### src/rtl/dcw_pkg.sv
package dcw_pkg;
    localparam int REG_W  = 32;
    localparam int PA_W   = 36;
    localparam int CS_W   = 3;
    localparam int ATTR_W = 8;
    localparam int BYTE_W = 8;
    localparam int HI_W   = 4;
    localparam logic [ATTR_W-1:0] ATTR_ALL = 8'h0F;
    localparam int COH_BIT = 4;

    // decoded view of one chip-select window
    typedef struct packed {
        logic              en;
        logic [CS_W-1:0]   cs;
        logic [BYTE_W-1:0] szm;
        logic [BYTE_W-1:0] blo;
        logic [HI_W-1:0]   bhi;
    } win_fields_t;

    function automatic logic [ATTR_W-1:0] cs_attr(input int idx, input logic coh);
        logic [ATTR_W-1:0] a;
        a = ATTR_ALL;
        for (int b = 0; b < 4; b++) begin
            if (b == idx) a[b] = 1'b0;
        end
        a[COH_BIT] = coh;
        return a;
    endfunction
endpackage

### src/rtl/dcw_regs.sv
module dcw_regs
    import dcw_pkg::*;
#(
    parameter int NWIN = 4
) (
    input  logic                         clk,
    input  logic                         rst_n,
    input  logic                         we,
    input  logic [$clog2(NWIN)+2:0]      addr,
    input  logic [REG_W-1:0]             wdata,
    output logic [REG_W-1:0]             rdata,
    output win_fields_t                  flds [NWIN]
);
    localparam int IDX_W = $clog2(NWIN);
    localparam int OFF_W = IDX_W + 3;

    logic [REG_W-1:0] base_q [NWIN];
    logic [REG_W-1:0] size_q [NWIN];
    logic [IDX_W-1:0] sel;
    logic [1:0]       unused_lane;

    assign sel         = addr[OFF_W-1:3];
    assign unused_lane = addr[1:0];

    always_ff @(posedge clk or negedge rst_n) begin
        if (!rst_n) begin
            for (int i = 0; i < NWIN; i++) begin
                base_q[i] <= '0;
                size_q[i] <= '0;
            end
        end else if (we) begin
            if (addr[2]) size_q[sel] <= wdata;
            else         base_q[sel] <= wdata;
        end
    end

    always_comb begin
        rdata = addr[2] ? size_q[sel] : base_q[sel];
    end

    for (genvar w = 0; w < NWIN; w++) begin : g_dec
        assign flds[w].en  = size_q[w][0];
        assign flds[w].cs  = size_q[w][4:2];
        assign flds[w].szm = size_q[w][31:24];
        assign flds[w].blo = base_q[w][31:24];
        assign flds[w].bhi = base_q[w][3:0];
    end
endmodule

### src/rtl/dcw_match.sv
module dcw_match
    import dcw_pkg::*;
#(
    parameter int NWIN = 4
) (
    input  win_fields_t               flds [NWIN],
    input  logic [PA_W-1:0]           pa,
    output logic                      hit,
    output logic [$clog2(NWIN)-1:0]   idx,
    output logic [CS_W-1:0]           cs
);
    localparam int IDX_W = $clog2(NWIN);

    logic [NWIN-1:0] hitv;
    logic [23:0]     unused_low_bits;

    assign unused_low_bits = pa[23:0];

    for (genvar w = 0; w < NWIN; w++) begin : g_cmp
        assign hitv[w] = flds[w].en
                      && (pa[35:32] == flds[w].bhi)
                      && ((pa[31:24] & ~flds[w].szm) == flds[w].blo);
    end

    // lowest index wins: scan downward so the last assignment is the lowest
    always_comb begin
        hit = 1'b0;
        idx = '0;
        for (int i = NWIN - 1; i >= 0; i--) begin
            if (hitv[i]) begin
                hit = 1'b1;
                idx = i[IDX_W-1:0];
            end
        end
        cs = hit ? flds[idx].cs : '0;
    end
endmodule

### src/rtl/dcw_export.sv
module dcw_export
    import dcw_pkg::*;
#(
    parameter int NWIN = 4
) (
    input  win_fields_t                       flds [NWIN],
    input  logic                              coh,
    output logic [$clog2(NWIN+1)-1:0]         count,
    output logic [NWIN*$clog2(NWIN)-1:0]      idx_flat,
    output logic [NWIN*BYTE_W-1:0]            base_flat,
    output logic [NWIN*BYTE_W-1:0]            szm_flat,
    output logic [NWIN*ATTR_W-1:0]            attr_flat
);
    localparam int IDX_W = $clog2(NWIN);
    localparam int CNT_W = $clog2(NWIN + 1);

    logic [NWIN-1:0] unused_cs;
    for (genvar w = 0; w < NWIN; w++) begin : g_unused
        assign unused_cs[w] = ^flds[w].cs;
    end

    always_comb begin
        int n;
        n         = 0;
        idx_flat  = '0;
        base_flat = '0;
        szm_flat  = '0;
        attr_flat = '0;
        for (int i = 0; i < NWIN; i++) begin
            if (flds[i].en && (flds[i].bhi == '0)) begin
                idx_flat[n*IDX_W +: IDX_W]    = i[IDX_W-1:0];
                base_flat[n*BYTE_W +: BYTE_W] = flds[i].blo;
                szm_flat[n*BYTE_W +: BYTE_W]  = flds[i].szm;
                attr_flat[n*ATTR_W +: ATTR_W] = cs_attr(i, coh);
                n = n + 1;
            end
        end
        count = n[CNT_W-1:0];
    end
endmodule

### src/rtl/dcw_top.sv
module dcw_top
    import dcw_pkg::*;
#(
    parameter int NWIN = 4
) (
    input  logic                              clk,
    input  logic                              rst_n,
    input  logic                              reg_we,
    input  logic [$clog2(NWIN)+2:0]           reg_addr,
    input  logic [REG_W-1:0]                  reg_wdata,
    output logic [REG_W-1:0]                  reg_rdata,
    input  logic                              coh_en,
    input  logic [PA_W-1:0]                   lk_addr,
    output logic                              lk_miss,
    output logic [CS_W-1:0]                   lk_cs,
    output logic [ATTR_W-1:0]                 lk_attr,
    output logic [$clog2(NWIN+1)-1:0]         exp_count,
    output logic [NWIN*$clog2(NWIN)-1:0]      exp_idx,
    output logic [NWIN*BYTE_W-1:0]            exp_base,
    output logic [NWIN*BYTE_W-1:0]            exp_szm,
    output logic [NWIN*ATTR_W-1:0]            exp_attr
);
    localparam int IDX_W = $clog2(NWIN);

    win_fields_t      flds [NWIN];
    logic             m_hit;
    logic [IDX_W-1:0] m_idx;
    logic [CS_W-1:0]  m_cs;

    dcw_regs #(.NWIN(NWIN)) u_regs (
        .clk   (clk),
        .rst_n (rst_n),
        .we    (reg_we),
        .addr  (reg_addr),
        .wdata (reg_wdata),
        .rdata (reg_rdata),
        .flds  (flds)
    );

    dcw_match #(.NWIN(NWIN)) u_match (
        .flds (flds),
        .pa   (lk_addr),
        .hit  (m_hit),
        .idx  (m_idx),
        .cs   (m_cs)
    );

    dcw_export #(.NWIN(NWIN)) u_export (
        .flds      (flds),
        .coh       (coh_en),
        .count     (exp_count),
        .idx_flat  (exp_idx),
        .base_flat (exp_base),
        .szm_flat  (exp_szm),
        .attr_flat (exp_attr)
    );

    always_ff @(posedge clk or negedge rst_n) begin
        if (!rst_n) begin
            lk_miss <= 1'b1;
            lk_cs   <= '0;
            lk_attr <= '0;
        end else begin
            lk_miss <= !m_hit;
            lk_cs   <= m_hit ? m_cs : '0;
            lk_attr <= m_hit ? cs_attr(int'(m_idx), coh_en) : '0;
        end
    end
endmodule

### config.mk
export PLATFORM = sky130hd
export DESIGN_NAME = dcw_top
export DESIGN_NICKNAME = d
export VERILOG_FILES = /design/src/rtl/dcw_pkg.sv /design/src/rtl/dcw_regs.sv /design/src/rtl/dcw_match.sv /design/src/rtl/dcw_export.sv /design/src/rtl/dcw_top.sv
export SDC_FILE = /design/constraint.sdc
export NUM_CORES = 1
export LEC_CHECK = 0
export BUFFER_PORTS_ARGS = -buffer_cell sky130_fd_sc_hd__buf_2
export CORE_MARGIN = 2
export CORE_UTILIZATION = 53
export CTS_CLUSTER_SIZE = 24
export DETAILED_ROUTE_END_ITERATION = 16
export PLACE_DENSITY = 0.75
export REMOVE_ABC_BUFFERS = 1
export SLEW_MARGIN = 30
export SYNTH_ARGS = -nofsm -noshare
export SYNTH_HDL_FRONTEND = slang
export SYNTH_SLANG_ARGS = --single-unit
### constraint.sdc
create_clock -name clk -period 9.85 [get_ports clk]
set_clock_uncertainty 0.2 [all_clocks]
set_input_delay 2.955 -clock clk [delete_from_list [all_inputs] [get_ports clk]]
set_output_delay 2.955 -clock clk [all_outputs]
set_load 0.1 [all_outputs]
==> impl_metrics.tcl, run 1 <==
set metrics [dict create \
    synth_edf_count 0 \
    io_buffers 186 \
    post_cts_buffers 0 \
    fp.dieArea_um2 28600 \
    utilization_pct 61.4 \
    seq_area_frac_synth_pct 45.9 \
    avgViaCountPerCell 6.07 \
    rsz0062_at_grt "false" \
    rows 60 \
    synth_ff_type "dfrtp_1" \
    finalSetupViolations 0 \
    yosys_warnings 0 \
    hold_path.class "flop to flop" \
    dp.cells 1561 \
    wire_per_inst_um 23.1 \
    critPathRequiredTime_ps 6700 \
    crit_type "input pin to primary output" \
    htree_levels 1 \
    area_growth_pct 14.2 \
    cts_hold_buf 0 \
    worst_hold_startpoint "u_regs.size_q[52]$_DFFE_PN0P_" \
    yosysTopAreaCell "dfrtp_1" \
    max_freq_mhz 119 \
    swShare_pct 37.9 \
    ys_top_cells_by_area "dfrtp_1 (46%), mux2_2 (23%), mux4_2 (10%)" \
    seqPwrFrac_pct 39.9 \
    yosys.cell_count.top_type "mux2_2" \
    r2r-start "u_regs.flds[15]$_DFFE_PN0P_" \
    p_clk_share_pct 27.0 \
    antenna_found_initial 3 \
    die_w_um 169 \
    placed_area_um2 15600 \
    syn_inst 1094 \
    grt_start_max_net_pins 174 \
    hold_depth 1 \
    hold_end "u_regs.size_q[52]$_DFFE_PN0P_" \
    synthTopCellsByCount "mux2_2 (289), dfrtp_1 (264), a21oi_1 (69)" \
    num_vias 9777 \
    finalSetupTns_ps 0 \
    drv_slew 0 \
    max-clock-path-buffers 3 \
    status "finished clean" \
    total_power_uw 3800 \
    startpoint_type "input pin" \
    slew_headroom_pct 36.5 \
    grt_usage_pct 26.1 \
    drtIter0Drc 703 \
    clkSinkCount 265 \
    antenna_cells 0 \
    grt_pass1_vias 10100 \
    max_slew.worst_pin.slew_ps 953 \
    finalHoldViolations 0 \
    place_congestion 0.908 \
    tritoncts "built" \
    stdcell_area_um2 16500 \
    fin_crit_ps 8400 \
    syn_area_per_cell_um2 13.2 \
    ios 228 \
    worst_r2r_endpoint "lk_cs[0]$_DFF_PN0_" \
    die_h_um 169 \
    grt_pass1_wl_mm 57.6 \
    cts_buffers 28 \
    maxCapViolations 0 \
    clock_latency_ps 570 \
    p_comb_share_pct 33.2 \
    reg2reg_depth 6 \
    synth-seq-cells 265 \
    synth_area_um2 14400 \
    drive_above_1_share_pct 49.1 \
    synth_top_area_share_pct 45.7 \
    p_per_area_nw_per_um2 230 \
    p_leak_uw 0.00731 \
    fin_cells 1612 \
    dp_hpwl_mm 24.5 \
    crit_fanout 39 \
    ys_types 46 \
    firstDrtPassIters 5 \
    cts_root_buffer "clkbuf_16" \
    drc_errors 0 \
    timing.reg2reg.setup_slack_ps 7500 \
    antenna_left 0 \
    nets 1341 \
    drt_wl_total_mm 37.2 \
    internal-power_uw 2360 \
    initial_utilization_pct 53.8 \
    cts_resized 0 \
    clkTransAtPathRegs_ps 60 \
    cp.arrival_ps 5240 \
    max-vdd-ir-drop_uv 156 \
    cp-end-kind "primary output" \
    finalCritPeriodShare_pct 85.3 \
    grt-ovfl-total 0 \
    core_area_um2 26900 \
    ys_async_sr_fraction_pct 100 \
    p_sw_uw 1440 \
]
power groups by stage:
stage,registers [µW],logic [µW],clock network [µW]
floorplan,1460,1030,0
global placement,1510,1240,0
detailed placement,1530,1260,0
CTS,1510,1270,1040
global route,1550,1330,1080
finish,1520,1260,1020
state kept, by name, summed over array words and instances, names as in the netlist:
signal / cells
lk_attr: 5
u_regs.base_q: 80
u_regs.size_q: 80
lk_miss: 1
lk_cs: 3
u_regs.flds: 96
logic make-up after synthesis:
logic type	Yosys count	synth area share (%)
flip-flops	265	45.9
multiplexers	356	32.7
other	1	0.0260
AO/OA/AOI/OAI	128	5.74
AND/OR/NAND/NOR	172	7.30
buffers and inverters	109	4.11
XOR/XNOR	50	3.03
adder cells (fa/ha/maj)	13	1.18
final cells by class:
type / instances / area (µm²)
clock buffer: 39 / 792
clock inverter: 11 / 109
fill: 2088 / 10400
inverter: 9 / 33.8
multi-input combinational: 734 / 7300
sequential: 265 / 6630
tap: 341 / 427
timing repair buffer: 213 / 1200
how the worst max path moves through the flow:
stage,start,end,cells after the start,slack [ps]
3_3_place_gp,reg_addr[3],reg_rdata[17],5,1430
6_report,reg_addr[3],reg_rdata[17],5,1450
2_1_floorplan,u_regs.flds[72]$_DFFE_PN0P_,exp_attr[16],5,220
3_5_place_dp,reg_addr[3],reg_rdata[17],5,1380
4_1_cts,reg_addr[3],reg_rdata[17],5,1380
5_1_grt,u_regs.flds[51]$_DFFE_PN0P_,exp_base[30],10,1250
per-layer routing:
layer | track usage [%] | wire length, µm
met3 | 5.94 | 2620
met2 | 43.0 | 18000
met4 | 8.32 | 1150
met1 | 34.6 | 15400
met5 | 0 | 39
through the flow:
| stage | hold WS (ps) | worst slack, ps |
|---|---|---|
| after floorplan | 274 | 224 |
| final | 299 | 1450 |
| after global placement | 282 | 1430 |
| after global routing | 312 | 1250 |
| after detailed placement | 290 | 1380 |
| after CTS | 303 | 1380 |
layout by cell type, fill, tap and decap left out, types with 2 or more instances in the layout:
| master | count |
|---|---|
| nand3b_1 | 3 |
| xnor2_1 | 49 |
| nand3_1 | 6 |
| clkbuf_16 | 28 |
| buf_6 | 5 |
| nand4b_1 | 3 |
| clkbuf_8 | 5 |
| mux4_2 | 64 |
| a22oi_1 | 16 |
| nor4_4 | 4 |
| mux2_2 | 289 |
| clkinv_2 | 8 |
| nand2b_1 | 5 |
| ha_1 | 12 |
| a32oi_1 | 3 |
| nand2_1 | 21 |
| nor3b_1 | 16 |
| inv_1 | 8 |
| clkbuf_1 | 6 |
| and2_1 | 21 |
| a22o_1 | 32 |
| a21o_1 | 3 |
| nor2b_1 | 33 |
| nor4_1 | 6 |
| mux2i_1 | 3 |
| nor2_1 | 31 |
| a21boi_0 | 2 |
| and3_1 | 3 |
| nand4_1 | 10 |
| dfrtp_1 | 264 |
| buf_4 | 22 |
| a21oi_1 | 69 |
| conb_1 | 15 |
| buf_2 | 183 |
| nor3b_4 | 2 |
worst max-delay path: stages:
cell	delay, ps
buf_4	610
buf_4	470
mux4_2	570
mux2_2	290
buf_2	300
(Power assumes the default switching activity.)
==> run 2, diff against run 1 <==
--- a/config.mk
+++ b/config.mk
@@ -5,6 +5,7 @@
 export SDC_FILE = /design/constraint.sdc
 export NUM_CORES = 1
 export LEC_CHECK = 0
+export ABC_AREA = 1
 export BUFFER_PORTS_ARGS = -buffer_cell sky130_fd_sc_hd__buf_2
 export CORE_MARGIN = 2
 export CORE_UTILIZATION = 53
==> run 2 against run 1 <==
Hold slack lost 15 ps. Register-to-register slack better by 30 ps. Largest cell class unchanged. Sequential cell count is the same. Critical path type unchanged. Critical endpoint is now reg_rdata[1]. Global-route usage rose by 7.1 points.
==> impl_metrics.tcl, run 2 <==
set metrics [dict create \
    cp-end-kind "primary output" \
    area_growth_pct 14.1 \
    synth_edf_count 0 \
    firstDrtPassIters 6 \
    grt_pass1_vias 13700 \
    fin_ws_ps 1330 \
    clkTransAtPathRegs_ps 60 \
    maxCapViolations 0 \
    crit_fanout 29 \
    cp.arrival_ps 5370 \
    tritoncts "built" \
    drt_wl_total_mm 48.2 \
    cts_buffers 28 \
    drv_slew 0 \
    drive_above_1_share_pct 13.9 \
    antenna_found_initial 3 \
    layout_common_cells "nand2_1 (559), o21ai_0 (297), dfrtp_1 (264), buf_2 (185), inv_1 (166)" \
    critPathRequiredTime_ps 6700 \
    p_leak_uw 0.00831 \
    worst_r2r_endpoint "lk_cs[1]$_DFF_PN0_" \
    die_w_um 170 \
    status "finished clean" \
    synth_top_area_share_pct 45.2 \
    finalSetupViolations 0 \
    reg2reg_depth 13 \
    antenna_left 0 \
    p_per_area_nw_per_um2 229 \
    ys_async_sr_fraction_pct 100 \
    synth-seq-cells 265 \
    cts_root_buffer "clkbuf_16" \
    wire_per_inst_um 19.7 \
    fin_crit_ps 8520 \
    grt_start_max_net_pins 150 \
    initial_utilization_pct 54.1 \
    yosys_warnings 0 \
    finalHoldViolations 0 \
    total_power_uw 3810 \
    cts_resized 0 \
    antenna_cells 0 \
    num_vias 14600 \
    grt-ovfl-total 0 \
    finalCritPeriodShare_pct 86.5 \
    rsz0062_at_grt "false" \
    grt_usage_pct 33.1 \
    htree_levels 1 \
    cts_hold_buf 0 \
    rows 60 \
    max-vdd-ir-drop_uv 153 \
    synth_area_um2 14600 \
    dp_hpwl_mm 31.0 \
    layout_commonest_cell "nand2_1" \
    die_h_um 170 \
    yosysTopAreaCell "dfrtp_1" \
    max_slew.worst_pin.slew_ps 941 \
    hold_depth 2 \
    max_freq_mhz 117 \
    startpoint_type "input pin" \
    ios 228 \
    max-clock-path-buffers 3 \
    clock_latency_ps 570 \
    nets 2176 \
    largest_reg_flops 96 \
    yosys.cell_count.top_type "nand2_1" \
    worst_hold_startpoint "u_regs.base_q[112]$_DFFE_PN0P_" \
    timing.reg2reg.setup_slack_ps 7530 \
    dp_slack_ps 1360 \
    r2r-start "u_regs.flds[12]$_DFFE_PN0P_" \
    ys_top_cells_by_area "dfrtp_1 (45%), nand2_1 (15%), o21ai_0 (10%)" \
    core_area_um2 27000 \
    synth_ff_type "dfrtp_1" \
    hold_end "u_regs.base_q[112]$_DFFE_PN0P_" \
    drc_errors 0 \
    place_congestion 0.994 \
    hold_path.class "flop to flop" \
    io_buffers 186 \
    clkSinkCount 265 \
    post_cts_buffers 0 \
    grt_pass1_wl_mm 75.2 \
    drtIter0Drc 1448 \
    syn_area_per_cell_um2 7.47 \
    fillers 2462 \
    avgViaCountPerCell 5.96 \
    seq_area_frac_synth_pct 45.4 \
    ys_types 48 \
    syn_inst 1958 \
    finalSetupTns_ps 0 \
    synthTopCellsByCount "nand2_1 (566), o21ai_0 (297), dfrtp_1 (264)" \
    crit_type "input pin to primary output" \
    slew_headroom_pct 37.3 \
    fp.dieArea_um2 28900 \
]
-- run 2: changes by cell type after synthesis, sizes merged, moves of 36 or more --
cell,change
inv,+164
o21ai,+301
o22ai,+36
clkbuf,+56
mux4,-64
nor2,+92
xnor2,-48
mux2,-289
nand2,+550
nand3,+58
-- run 2: layout make-up --
type	count	area [µm²]	share of cell area, %
multi-input combinational	1400	6790	40.7
sequential	265	6630	39.8
clock buffer	41	810	4.85
inverter	176	661	3.96
clock inverter	10	153	0.915
timing repair buffer	215	1200	7.22
tap	341	427	2.56
-- run 2: layer usage --
layer / up-vias / wire, µm / global-route usage, %
met5: - / 26 / 0
met4: 4 / 2260 / 15.3
met3: 153 / 4120 / 6.09
met2: 747 / 22500 / 54.9
met1: 6893 / 19300 / 42.4
li1: 6782 / - / -
-- run 2: power by group --
part | total, µW | internal (µW) | switching, µW
Combinational | 1280 | 287 | 990
Clock | 1090 | 649 | 445
Sequential | 1440 | 1290 | 151
-- run 2: cells by family after synthesis --
group	after synthesis	share of synthesized area [%]
AOI/OAI and AO/OA	511	20.0
xor gates and xnor gates	7	0.419
other	1	0.0257
adders and majority gates	13	1.16
and+or+nand+nor	854	24.2
DFF	265	45.4
buffers and inverters	307	8.81
-- run 2: worst max path at each step --
stage | start | endpoint | slack, ps | cells after the start
after floorplan | u_regs.flds[95]$_DFFE_PN0P_ | exp_attr[16] | -1310 | 7
after global placement | reg_addr[3] | reg_rdata[1] | 1370 | 11
after detailed placement | reg_addr[3] | reg_rdata[1] | 1360 | 11
after CTS | reg_addr[3] | reg_rdata[1] | 1360 | 11
after global routing | reg_addr[3] | reg_rdata[1] | 1190 | 11
final | reg_addr[3] | reg_rdata[1] | 1330 | 11
-- run 2: worst max-delay path: stages --
cell	delay, ps
buf_2	120
inv_1	110
nand2_1	70
buf_4	240
inv_2	560
buf_4	370
nand2_1	70
o2111ai_1	80
nor2_1	60
a31oi_1	240
buf_2	480
-- run 2: per-stage QoR --
stage          utilization [%]  std cells  hold WS (ps)  cell area (µm²)
2_1_floorplan                -       1841           253            14000
3_3_place_gp              58.0       2396           266            15700
3_5_place_dp              58.0       2396           273            15700
4_1_cts                   61.6       2447           288            16600
5_1_grt                   61.7       2448           301            16700
6_report                  61.7       2448           284            16700
==> run 3, diff against run 2 <==
--- a/config.mk
+++ b/config.mk
@@ -7,11 +7,14 @@
 export LEC_CHECK = 0
 export ABC_AREA = 1
 export BUFFER_PORTS_ARGS = -buffer_cell sky130_fd_sc_hd__buf_2
+export CELL_PAD_IN_SITES_DETAIL_PLACEMENT = 0
+export CELL_PAD_IN_SITES_GLOBAL_PLACEMENT = 2
 export CORE_MARGIN = 2
-export CORE_UTILIZATION = 53
+export CORE_UTILIZATION = 35
+export CTS_CLUSTER_DIAMETER = 100
 export CTS_CLUSTER_SIZE = 24
 export DETAILED_ROUTE_END_ITERATION = 16
-export PLACE_DENSITY = 0.75
+export PLACE_DENSITY_LB_ADDON = 0.1
 export REMOVE_ABC_BUFFERS = 1
 export SLEW_MARGIN = 30
 export SYNTH_ARGS = -nofsm -noshare
==> run 3 against run 2 <==
Final cell count rose by 6.9%. Fmax down 2.1%. Clock power fell by 33%. Clock-buffer cell count shrank 23. Highest routed layer unchanged. Combinational power hardly changed.
==> impl_metrics.tcl, run 3 (synthesis results as in run 2) <==
set metrics [dict create \
    antenna_found_initial 4 \
    io_buffers 186 \
    layout_commonest_cell "nand2_1" \
    dp_hpwl_mm 36.6 \
    finalCritPeriodShare_pct 88.4 \
    crit_family "buffers and inverters" \
    cts_buffers 16 \
    cts_root_buffer "clkbuf_16" \
    cp.arrival_ps 5550 \
    p_leak_uw 0.00810 \
    max_freq_mhz 115 \
    ios 228 \
    p_comb_share_pct 37.4 \
    antenna_left 0 \
    drt_wl_total_mm 55.5 \
    num_vias 14100 \
    max-clock-path-buffers 3 \
    hold_path.class "flop to flop" \
    finalHoldViolations 0 \
    cp-end-kind "primary output" \
    wire_per_inst_um 21.2 \
    fin_crit_ps 8700 \
    drv_slew 0 \
    slew_headroom_pct 38.2 \
    die_h_um 208 \
    nets 2166 \
    p_clk_share_pct 21.2 \
    grt-ovfl-total 0 \
    grt_pass1_wl_mm 84.9 \
    cts_hold_buf 0 \
    cpMostUsedCell "inv_1" \
    p_per_area_nw_per_um2 210 \
    cp_slowest_stage_delay_ps 620 \
    place_congestion 0.901 \
    core_area_um2 41000 \
    startpoint_type "flop" \
    dr_wl_met2_mm 26.4 \
    finalSetupTns_ps 0 \
    cts_resized 0 \
    drc_errors 0 \
    clock_latency_ps 520 \
    drive_above_1_share_pct 13.1 \
    max-vdd-ir-drop_uv 126 \
    rows 74 \
    avgViaCountPerCell 5.39 \
    status "finished clean" \
    seqPwrFrac_pct 41.5 \
    routed.top_layer "met5" \
    met3_length_mm 3.01 \
    max_slew.worst_pin.slew_ps 921 \
    drtIter0Drc 1039 \
    whs_ps 292 \
    swShare_pct 45.3 \
    maxCapViolations 0 \
    multi_input_area_um2 6800 \
    layout_common_cells "nand2_1 (559), o21ai_0 (297), dfrtp_1 (264), buf_2 (185), inv_1 (166)" \
    largest_reg_flops 96 \
    crit_fanout 18 \
    post_cts_buffers 0 \
    grt_start_max_net_pins 77 \
    fillers 4390 \
    rsz0062_at_grt "false" \
    grt_usage_pct 25.3 \
    critPathRequiredTime_ps 6700 \
    clkSinkCount 265 \
    finalSetupViolations 0 \
    path_cells "nor2_1, nand4_1, buf_4, ha_1, inv_1, nor2_1, inv_1, nand2_1, inv_1, ha_1, buf_4, nor3_1, nand3_2, o22ai_1, buf_2" \
    cp_slowest_cell "o22ai_1" \
    area_growth_pct 12.7 \
    dp.cells 2590 \
    final-seq-area_um2 6630 \
    fin_cells 2616 \
    internal-power_uw 1900 \
    htree_levels 1 \
    crit_type "flop to primary output" \
    fp.dieArea_um2 43400 \
    grt_pass1_vias 13700 \
    p_sw_uw 1570 \
    initial_utilization_pct 35.6 \
    path_buf_inv 6 \
    wl_met1_mm 24.6 \
    clkTransAtPathRegs_ps 100 \
    firstDrtPassIters 6 \
    utilization_pct 40.2 \
    die_w_um 208 \
    tritoncts "built" \
]
==> run 3: changes by cell type in the layout (fill, tap and decap cells not counted), sizes merged <==
cell	previous run	this run
diode	0	3
clkinv	9	4
inv	173	176
buf	215	217
bufinv	3	0
clkbuf	41	18
==> run 3: final timing paths <==
| path | startpoint | endpoint | slack, ps | cells after the start |
|---|---|---|---|---|
| setup reg to reg | u_regs.flds[14]$_DFFE_PN0P_ | lk_cs[1]$_DFF_PN0_ | 7450 | 9 |
| min in group asynchronous | rst_n | u_regs.flds[18]$_DFFE_PN0P_ | 2160 | 1 |
| hold reg to reg | u_regs.flds[38]$_DFFE_PN0P_ | u_regs.flds[38]$_DFFE_PN0P_ | 290 | 2 |
| hold / removal | u_regs.flds[38]$_DFFE_PN0P_ | u_regs.flds[38]$_DFFE_PN0P_ | 290 | 2 |
| setup / recovery | u_regs.flds[51]$_DFFE_PN0P_ | exp_szm[21] | 1150 | 15 |
| max in group asynchronous | rst_n | u_regs.size_q[106]$_DFFE_PN0P_ | 6040 | 2 |
==> run 3: area by class of cell <==
| cell class | instances | share of cell area, % |
|---|---|---|
| flip-flops and latches | 265 | 40.3 |
| diodes | 3 | 0.0456 |
| multi-input cells | 1400 | 41.3 |
| clock inverters | 5 | 0.334 |
| clock buffers | 18 | 2.61 |
| well taps | 532 | 4.04 |
| repair buffers | 217 | 7.40 |
| inverters | 176 | 4.01 |
==> run 3: worst min-delay path, delay by kind of cell, from the launching register on <==
kind	cells	cell delay (ps)
AND/OR/NAND/NOR	1	50
AO/OA/AOI/OAI	1	60
flip-flops	1	350
==> run 3: stage by stage <==
stage               area, µm²  setup slack (ps)  total power, µW
CTS                     16500              1210             3490
finish                  16500              1150             3470
global route            16500               902             3670
floorplan               14000             -1310             2380
global placement        16000              1480             2740
detailed placement      16000              1450             2750
==> run 3: metal layers <==
| metal | global-route usage (%) | vias up |
|---|---|---|
| met4 | 6.92 | 2 |
| met3 | 3.03 | 86 |
| met1 | 34.1 | 6835 |
| li1 | - | 6745 |
| met2 | 42.9 | 424 |
| met5 | 0 | - |
==> run 3: power by group through the flow <==
| stage | clock network [µW] | logic (µW) | registers (µW) |
|---|---|---|---|
| after global placement | 0 | 1280 | 1450 |
| after global routing | 793 | 1410 | 1460 |
| after floorplan | 0 | 962 | 1410 |
| final | 734 | 1300 | 1440 |
| after detailed placement | 0 | 1290 | 1460 |
| after CTS | 756 | 1300 | 1430 |
